<file path="config.mk">
export PLATFORM = sky130hd
export DESIGN_NAME = exc_order_tracker
export DESIGN_NICKNAME = d
export VERILOG_FILES = /design/src/rtl/exc_pkg.sv /design/src/rtl/exc_fault_merge.sv /design/src/rtl/exc_stage_reg.sv /design/src/rtl/exc_commit_ctl.sv /design/src/rtl/exc_order_tracker.sv
export SDC_FILE = /design/constraint.sdc
export NUM_CORES = 1
export LEC_CHECK = 0
export BUFFER_PORTS_ARGS = -buffer_cell sky130_fd_sc_hd__buf_2
export CORE_MARGIN = 2
export CORE_UTILIZATION = 33
export CTS_BUF_LIST = sky130_fd_sc_hd__clkbuf_8
export CTS_CLUSTER_DIAMETER = 120
export DETAILED_ROUTE_END_ITERATION = 12
export GPL_ROUTABILITY_DRIVEN = 0
export GPL_TIMING_DRIVEN = 0
export PLACE_DENSITY_LB_ADDON = 0.05
export SYNTH_ARGS = -nofsm -noshare
export SYNTH_HDL_FRONTEND = slang
export SYNTH_SLANG_ARGS = --single-unit
export TNS_END_PERCENT = 100
</file>
<file path="constraint.sdc">
create_clock -name clk_i -period 1.5 [get_ports clk_i]
set_clock_uncertainty 0.15 [all_clocks]
set_input_delay 0.3 -clock clk_i [delete_from_list [all_inputs] [get_ports clk_i]]
set_output_delay 0.3 -clock clk_i [all_outputs]
set_load 0.05 [all_outputs]
</file>
<file path="src/rtl/exc_pkg.sv">
`timescale 1ns/1ps
package exc_pkg;
  typedef enum logic [1:0] {
    CAUSE_NONE = 2'b00,
    CAUSE_IPF  = 2'b01,
    CAUSE_DPF  = 2'b10,
    CAUSE_ILL  = 2'b11
  } cause_e;

  typedef struct packed {
    logic   valid;
    logic   store;
    logic   wr;
    cause_e cause;
  } slot_ctl_t;

  localparam slot_ctl_t SLOT_BUBBLE = '{valid: 1'b0, store: 1'b0, wr: 1'b0, cause: CAUSE_NONE};
endpackage

</file>
<file path="src/rtl/exc_fault_merge.sv">
`timescale 1ns/1ps
module exc_fault_merge
  import exc_pkg::*;
#(
  parameter cause_e CODE = CAUSE_NONE
) (
  input  slot_ctl_t ctl_i,
  input  logic      raise_i,
  output slot_ctl_t ctl_o
);
  // first recorded fault wins; bubbles never pick up a fault
  always_comb begin
    ctl_o = ctl_i;
    if (ctl_i.valid && raise_i && ctl_i.cause == CAUSE_NONE) ctl_o.cause = CODE;
  end
endmodule

</file>
<file path="src/rtl/exc_stage_reg.sv">
`timescale 1ns/1ps
module exc_stage_reg
  import exc_pkg::*;
#(
  parameter int     PC_W = 32,
  parameter cause_e CODE = CAUSE_NONE
) (
  input  logic            clk_i,
  input  logic            rst_ni,
  input  logic            flush_i,
  input  slot_ctl_t       ctl_i,
  input  logic [PC_W-1:0] pc_i,
  input  logic            raise_i,
  output slot_ctl_t       ctl_o,
  output logic [PC_W-1:0] pc_o
);
  slot_ctl_t ctl_nx;

  exc_fault_merge #(.CODE(CODE)) u_merge (
    .ctl_i  (ctl_i),
    .raise_i(raise_i),
    .ctl_o  (ctl_nx)
  );

  always_ff @(posedge clk_i or negedge rst_ni) begin
    if (!rst_ni) begin
      ctl_o <= SLOT_BUBBLE;
      pc_o  <= '0;
    end else begin
      ctl_o <= flush_i ? SLOT_BUBBLE : ctl_nx;
      pc_o  <= pc_i;
    end
  end
endmodule

</file>
<file path="src/rtl/exc_commit_ctl.sv">
`timescale 1ns/1ps
module exc_commit_ctl
  import exc_pkg::*;
#(
  parameter int PC_W = 32
) (
  input  logic            clk_i,
  input  logic            rst_ni,
  input  slot_ctl_t       wb_ctl_i,
  input  logic [PC_W-1:0] wb_pc_i,
  output logic            take_o,
  output logic            commit_o,
  output logic            rf_we_o,
  output logic            redirect_o,
  output logic [PC_W-1:0] epc_o,
  output logic [1:0]      cause_o
);
  assign take_o   = wb_ctl_i.valid && (wb_ctl_i.cause != CAUSE_NONE);
  assign commit_o = wb_ctl_i.valid && (wb_ctl_i.cause == CAUSE_NONE);
  assign rf_we_o  = commit_o && wb_ctl_i.wr;

  always_ff @(posedge clk_i or negedge rst_ni) begin
    if (!rst_ni) begin
      redirect_o <= 1'b0;
      epc_o      <= '0;
      cause_o    <= CAUSE_NONE;
    end else begin
      redirect_o <= take_o;
      if (take_o) begin
        epc_o   <= wb_pc_i;
        cause_o <= wb_ctl_i.cause;
      end
    end
  end
endmodule

</file>
<file path="src/rtl/exc_order_tracker.sv">
`timescale 1ns/1ps
module exc_order_tracker
  import exc_pkg::*;
#(
  parameter int              PC_W       = 32,
  parameter int              N_STAGES   = 5,
  parameter logic [PC_W-1:0] HANDLER_PC = 32'h0000_0080
) (
  input  logic            clk_i,
  input  logic            rst_ni,
  input  logic            issue_valid_i,
  input  logic [PC_W-1:0] issue_pc_i,
  input  logic            issue_store_i,
  input  logic            issue_wr_i,
  input  logic            if_fault_i,
  input  logic            id_illegal_i,
  input  logic            mem_fault_i,
  output logic            mem_we_o,
  output logic            rf_we_o,
  output logic            commit_o,
  output logic [PC_W-1:0] wb_pc_o,
  output logic            flush_o,
  output logic            redirect_o,
  output logic [PC_W-1:0] handler_pc_o,
  output logic [PC_W-1:0] epc_o,
  output logic [1:0]      cause_o
);
  localparam int ST_IF  = 0;
  localparam int ST_ID  = 1;
  localparam int ST_MEM = N_STAGES - 2;
  localparam int ST_WB  = N_STAGES - 1;

  function automatic cause_e stage_code(input int k);
    if (k == ST_IF)  return CAUSE_IPF;
    if (k == ST_ID)  return CAUSE_ILL;
    if (k == ST_MEM) return CAUSE_DPF;
    return CAUSE_NONE;
  endfunction

  slot_ctl_t          ctl_q [N_STAGES];
  logic [PC_W-1:0]    pc_q  [N_STAGES];
  logic [N_STAGES-2:0] raise;
  logic               take;
  slot_ctl_t          issue_ctl;

  always_comb begin
    raise         = '0;
    raise[ST_IF]  = if_fault_i;
    raise[ST_ID]  = id_illegal_i;
    raise[ST_MEM] = mem_fault_i;
  end

  assign issue_ctl = '{valid: issue_valid_i, store: issue_store_i, wr: issue_wr_i, cause: CAUSE_NONE};

  for (genvar k = 0; k < N_STAGES; k++) begin : g_stage
    if (k == 0) begin : g_head
      exc_stage_reg #(.PC_W(PC_W), .CODE(CAUSE_NONE)) u_reg (
        .clk_i  (clk_i),
        .rst_ni (rst_ni),
        .flush_i(take),
        .ctl_i  (issue_ctl),
        .pc_i   (issue_pc_i),
        .raise_i(1'b0),
        .ctl_o  (ctl_q[k]),
        .pc_o   (pc_q[k])
      );
    end else begin : g_body
      exc_stage_reg #(.PC_W(PC_W), .CODE(stage_code(k-1))) u_reg (
        .clk_i  (clk_i),
        .rst_ni (rst_ni),
        .flush_i(take),
        .ctl_i  (ctl_q[k-1]),
        .pc_i   (pc_q[k-1]),
        .raise_i(raise[k-1]),
        .ctl_o  (ctl_q[k]),
        .pc_o   (pc_q[k])
      );
    end
  end

  exc_commit_ctl #(.PC_W(PC_W)) u_commit (
    .clk_i     (clk_i),
    .rst_ni    (rst_ni),
    .wb_ctl_i  (ctl_q[ST_WB]),
    .wb_pc_i   (pc_q[ST_WB]),
    .take_o    (take),
    .commit_o  (commit_o),
    .rf_we_o   (rf_we_o),
    .redirect_o(redirect_o),
    .epc_o     (epc_o),
    .cause_o   (cause_o)
  );

  // strobe gated by the recorded vector, the live fault and an older take
  assign mem_we_o = ctl_q[ST_MEM].valid && ctl_q[ST_MEM].store &&
                    (ctl_q[ST_MEM].cause == CAUSE_NONE) && !mem_fault_i && !take;

  assign flush_o      = take;
  assign wb_pc_o      = pc_q[ST_WB];
  assign handler_pc_o = HANDLER_PC;
endmodule

</file>
# Word-level counts from Yosys, hierarchy flattened
# Cells that the tools add are included.
[totals]
reg_bits = 219
word_cells = 55
[op_classes]
muxes = 8
reduce_logical = 20
[ops]
columns = ["op", "n"]
rows = [
  ["$mux 5", 5],
  ["$logic_and 1x1->1", 13],
  ["$logic_not 2->1", 4],
  ["$mux 2", 3],
  ["$logic_not 1->1", 2],
  ["$reduce_bool 2->1", 1],
]

# Logic depth before layout (Yosys ltp)
[depth]
word_depth = 4
depth_mapped = 5
depth_no_buf = 3

# Hierarchy
# From an unflattened synthesis, not the netlist that was laid out.
[hier_totals]
hier_cells = 352
area_unflattened_um2 = 6662.6
[modules_own_cells]
columns = ["module", "instances", "cells_per_inst", "area_each_um2", "seq_area_each_um2"]
rows = [
  ["exc_stage_reg", 5, 42, 957.2, 925.9],
  ["exc_commit_ctl", 1, 78, 1440.1, 875.8],
  ["exc_order_tracker", 1, 36, 260.2, 0.0],
  ["exc_fault_merge (g_stage[1].g_body.u_reg.u_merge ...)", 2, 6, 37.5, 0.0],
  ["exc_fault_merge (g_stage[0].g_head.u_reg.u_merge ...)", 2, 5, 30.0, 0.0],
  ["exc_fault_merge (g_stage[2].g_body.u_reg.u_merge)", 1, 6, 41.3, 0.0],
]

# Worst setup path before layout
# Ideal clock, no wire load.
[synth_path]
path_kind = "reg-to-output"
startpoint = "register g_stage[4].g_body.u_reg.ctl_o[0] (netlist name)"
endpoint = "output port rf_we_o"
arrival_time_ns = 2.168
setup_slack_ns = -1.118
stages_incl_launch_ff = 3
cell_sequence = "dfrtp_1 nor3b_1 and2_1"
[synth_between]
elab_chain_len = 3
[synth_lines]
columns = ["item", "line", "text"]
rows = [
  ["start, declared", "exc_stage_reg.sv:14", "output slot_ctl_t ctl_o,"],
  ["start signal, assigned", "exc_stage_reg.sv:30", "ctl_o <= flush_i ? SLOT_BUBBLE : ctl_nx;"],
  ["$logic_not 2->1", "exc_commit_ctl.sv:19", "assign commit_o = wb_ctl_i.valid && (wb_ctl_i.cause == CAUSE_NONE);"],
  ["$logic_and 1x1->1", "exc_commit_ctl.sv:19", ""],
  ["net commit_o", "exc_order_tracker.sv:20", "output logic commit_o,"],
  ["$logic_and 1x1->1", "exc_commit_ctl.sv:20", "assign rf_we_o = commit_o && wb_ctl_i.wr;"],
  ["end, declared", "exc_order_tracker.sv:19", "output logic rf_we_o,"],
]
# The timed path passes the listed nets, and every way through them passes these cells.

# Worst setup path in the final report
[layout_path]
startpoint = "register g_stage[4].g_body.u_reg.ctl_o[1] (netlist name)"
endpoint = "output port flush_o"
[layout_between]
elab_chain_len = 2
[layout_lines]
columns = ["item", "line", "text"]
rows = [
  ["$reduce_bool 2->1", "exc_commit_ctl.sv:18", "assign take_o = wb_ctl_i.valid && (wb_ctl_i.cause != CAUSE_NONE);"],
  ["$logic_and 1x1->1", "exc_commit_ctl.sv:18", ""],
  ["end, declared", "exc_order_tracker.sv:22", "output logic flush_o,"],
]
# No other way between the ends.

==> impl_metrics.ini <==
[sta]
setup_violations = 48
max-slew-margin-rel_pct = 47.7
post-route-period-util_pct = 136
clock.fmax_mhz = 488
max_slew.worst_pin.slew_ns = 0.785
rsz0062_at_grt = true
period_needed_ns = 2.05
hold_viol = 102
tns_ns = -7.50
hold_ws_ns = -0.357
report.final.slew_viol_count = 0
fin_ws_ns = -0.547

[synthesis]
ys.flop_type = dfrtp_1
syn_area_sq_um = 6330
ys_seq_elements = 216
yosysTopAreaCell = dfrtp_1
yosysSeqAreaShare_pct = 85.4
yosys_warnings = 0
synthArstFlopShare_pct = 100
avgSynthCellArea_sq_um = 19.7
synthDistinctLibCells = 21
ys_top_cells_by_area = dfrtp_1, buf_4, mux2_4, mux2_2, and2_1
synthesis.instances = 321
synth_top_area_share_pct = 85.4
synth-edff-count = 0

[final_layout]
drive_gt1_share_pct = 46.8
layout.nets = 617
layout.cells.most_common = dfrtp_1
syn_to_final_growth_pct = 47.1
final_cell_mix = dfrtp_1, buf_6, buf_4
antenna_cells = 0
final_core_util_pct = 49.6

[critical_path]
critPathMaxFanout = 3
path_buf_inv = 4
rrSetupSlack_ns = -0.26
r2r_end = u_commit.epc_o[25]
slowest_stage = dfrtp_1
crit_type = reg2out
cpPeakStageDelay_ns = 0.39
crit_path_start_kind = flip-flop
cp_cell_sequence = o21ai_2 > inv_2 > buf_12 > buf_12 > buf_12
crit_family = buffers and inverters
crit_path_frequent_cell = buf_12
arrival_ns = 1.60
reg2reg_from = g_stage[4].g_body.u_reg.ctl_o[1]
cp-end-kind = output port
rr_worst_depth = 7
crit_required_ns = 1.05

[status]
violations = hold timing, setup timing
status = complete, but fails checks

[clock_tree]
cts_buffers = 36
path_clk_slew_ns = 0.05
cts.sinks = 216
ctsLongestPathBuffers = 3
clock_latency_ns = 0.50
cts_tree = yes
clockRootBuffer = clkbuf_8
cts_hold_buf = 38
htreeDepth = 2

[route]
drc = 0
wl_microns = 10400
avgRoutedWirePerCell_microns = 12.4
vias_per_cell = 3.81
ant_nets = 0
vias = 3181
drt_iter0_drc = 124
dr.pass1.iters = 2

[floorplan]
core_area_sq_um = 18800
die_width_microns = 143
rows = 50
die_h_microns = 143
design.die.area_sq_um = 20300
ios = 143
start_util_pct = 33.7

[global_routing]
antenna_found_initial = 0
grt_pass1_vias = 3429
grt_usage_pct = 10.7
grt_max_degree = 115
grt_pass1_wl_microns = 17000
globalRouteOverflowTotal = 0

[place]
dp_hpwl_microns = 5730
io_buffers = 110

[power]
power_density_nw_per_um2 = 1960
ir_worst_vdd_uv = 1040
leakagePower_uw = 0.00451

[hold_path]
hp-class = in2async

[run]
cap_violations = 0
metrics by stage:
| stage | power, uW | hold slack (ns) | setup slack [ns] | cells | instance area (sq um) |
|---|---|---|---|---|---|
| after CTS | 18400 | -0.312 | -0.611 | 825 | 9230 |
| after global placement | 11600 | 0.181 | -3.54 | 695 | 7310 |
| final | 18200 | -0.357 | -0.547 | 836 | 9320 |
| after floorplan | 10600 | -0.146 | -0.223 | 351 | 6460 |
| after global routing | 19200 | -0.284 | -0.642 | 836 | 9320 |
| after detailed placement | 11700 | 0.185 | -0.315 | 696 | 7340 |
power breakdown:
| group | switching [uW] | internal [uW] | total [uW] |
|---|---|---|---|
| Sequential | 500 | 6760 | 7260 |
| Clock | 2130 | 2700 | 4830 |
| Combinational | 3240 | 2890 | 6130 |
| Total | 5880 | 12300 | 18200 |
how the worst max path moves through the flow:
stage                                                start                              end  slack (ns)  cells after the start
after detailed placement  g_stage[4].g_body.u_reg.ctl_o[0]                         mem_we_o       -0.31                      4
final                     g_stage[4].g_body.u_reg.ctl_o[1]                          flush_o       -0.55                      5
after floorplan           g_stage[4].g_body.u_reg.ctl_o[1]                          rf_we_o       -0.22                      2
after global routing      g_stage[4].g_body.u_reg.ctl_o[1]                         mem_we_o       -0.64                      4
after global placement                              rst_ni  g_stage[0].g_head.u_reg.pc_o[9]       -3.54                      1
after CTS                 g_stage[4].g_body.u_reg.ctl_o[1]                         mem_we_o       -0.61                      4
cell usage after synthesis (2+ instances only):
cell / count
mux2_4: 16
dfrtp_1: 216
conb_1: 2
buf_4: 32
buf_6: 3
and3_1: 2
mux2_2: 18
a21oi_1: 2
and2_1: 18
timing repair:
item	4_1_cts	5_1_grt
setup endpoints to repair	101	105
resized for setup	170	10
cloned	2	0
setup buffers	28	16
endpoints found under the hold margin	141	102
pin swaps	3	3
state kept, by name, summed over array words and instances, names as in the netlist:
register / cells
u_commit.epc_o: 32
u_commit.redirect_o: 1
g_stage.g_head.u_reg.ctl_o: 3
g_stage.g_body.u_reg.pc_o: 128
g_stage.g_head.u_reg.pc_o: 32
g_stage.g_body.u_reg.ctl_o: 18
u_commit.cause_o: 2
logic make-up after synthesis:
logic type | after synthesis | synth area share [%]
multiplexers | 34 | 7.00
AO/OA/AOI/OAI | 3 | 0.296
flip-flops | 216 | 85.4
AND/OR/NAND/NOR | 26 | 2.55
buffers and inverters | 40 | 4.66
other | 2 | 0.119
layer usage:
layer	wire length (microns)	vias to the layer above	track usage, %
met4	193	0	5.16
met2	5240	109	16.9
met5	0	-	0
met1	4190	1574	13.2
li1	-	1480	-
met3	729	18	3.94
layout make-up:
type,count,area [sq um]
buffer,36,314
tap,234,293
multi-input combinational,95,779
inverter,2,7.51
clock buffer,45,619
clock inverter,18,80.1
timing repair buffer,190,1820
sequential,216,5410
fill,1617,9450
(Power assumes the default switching activity.)
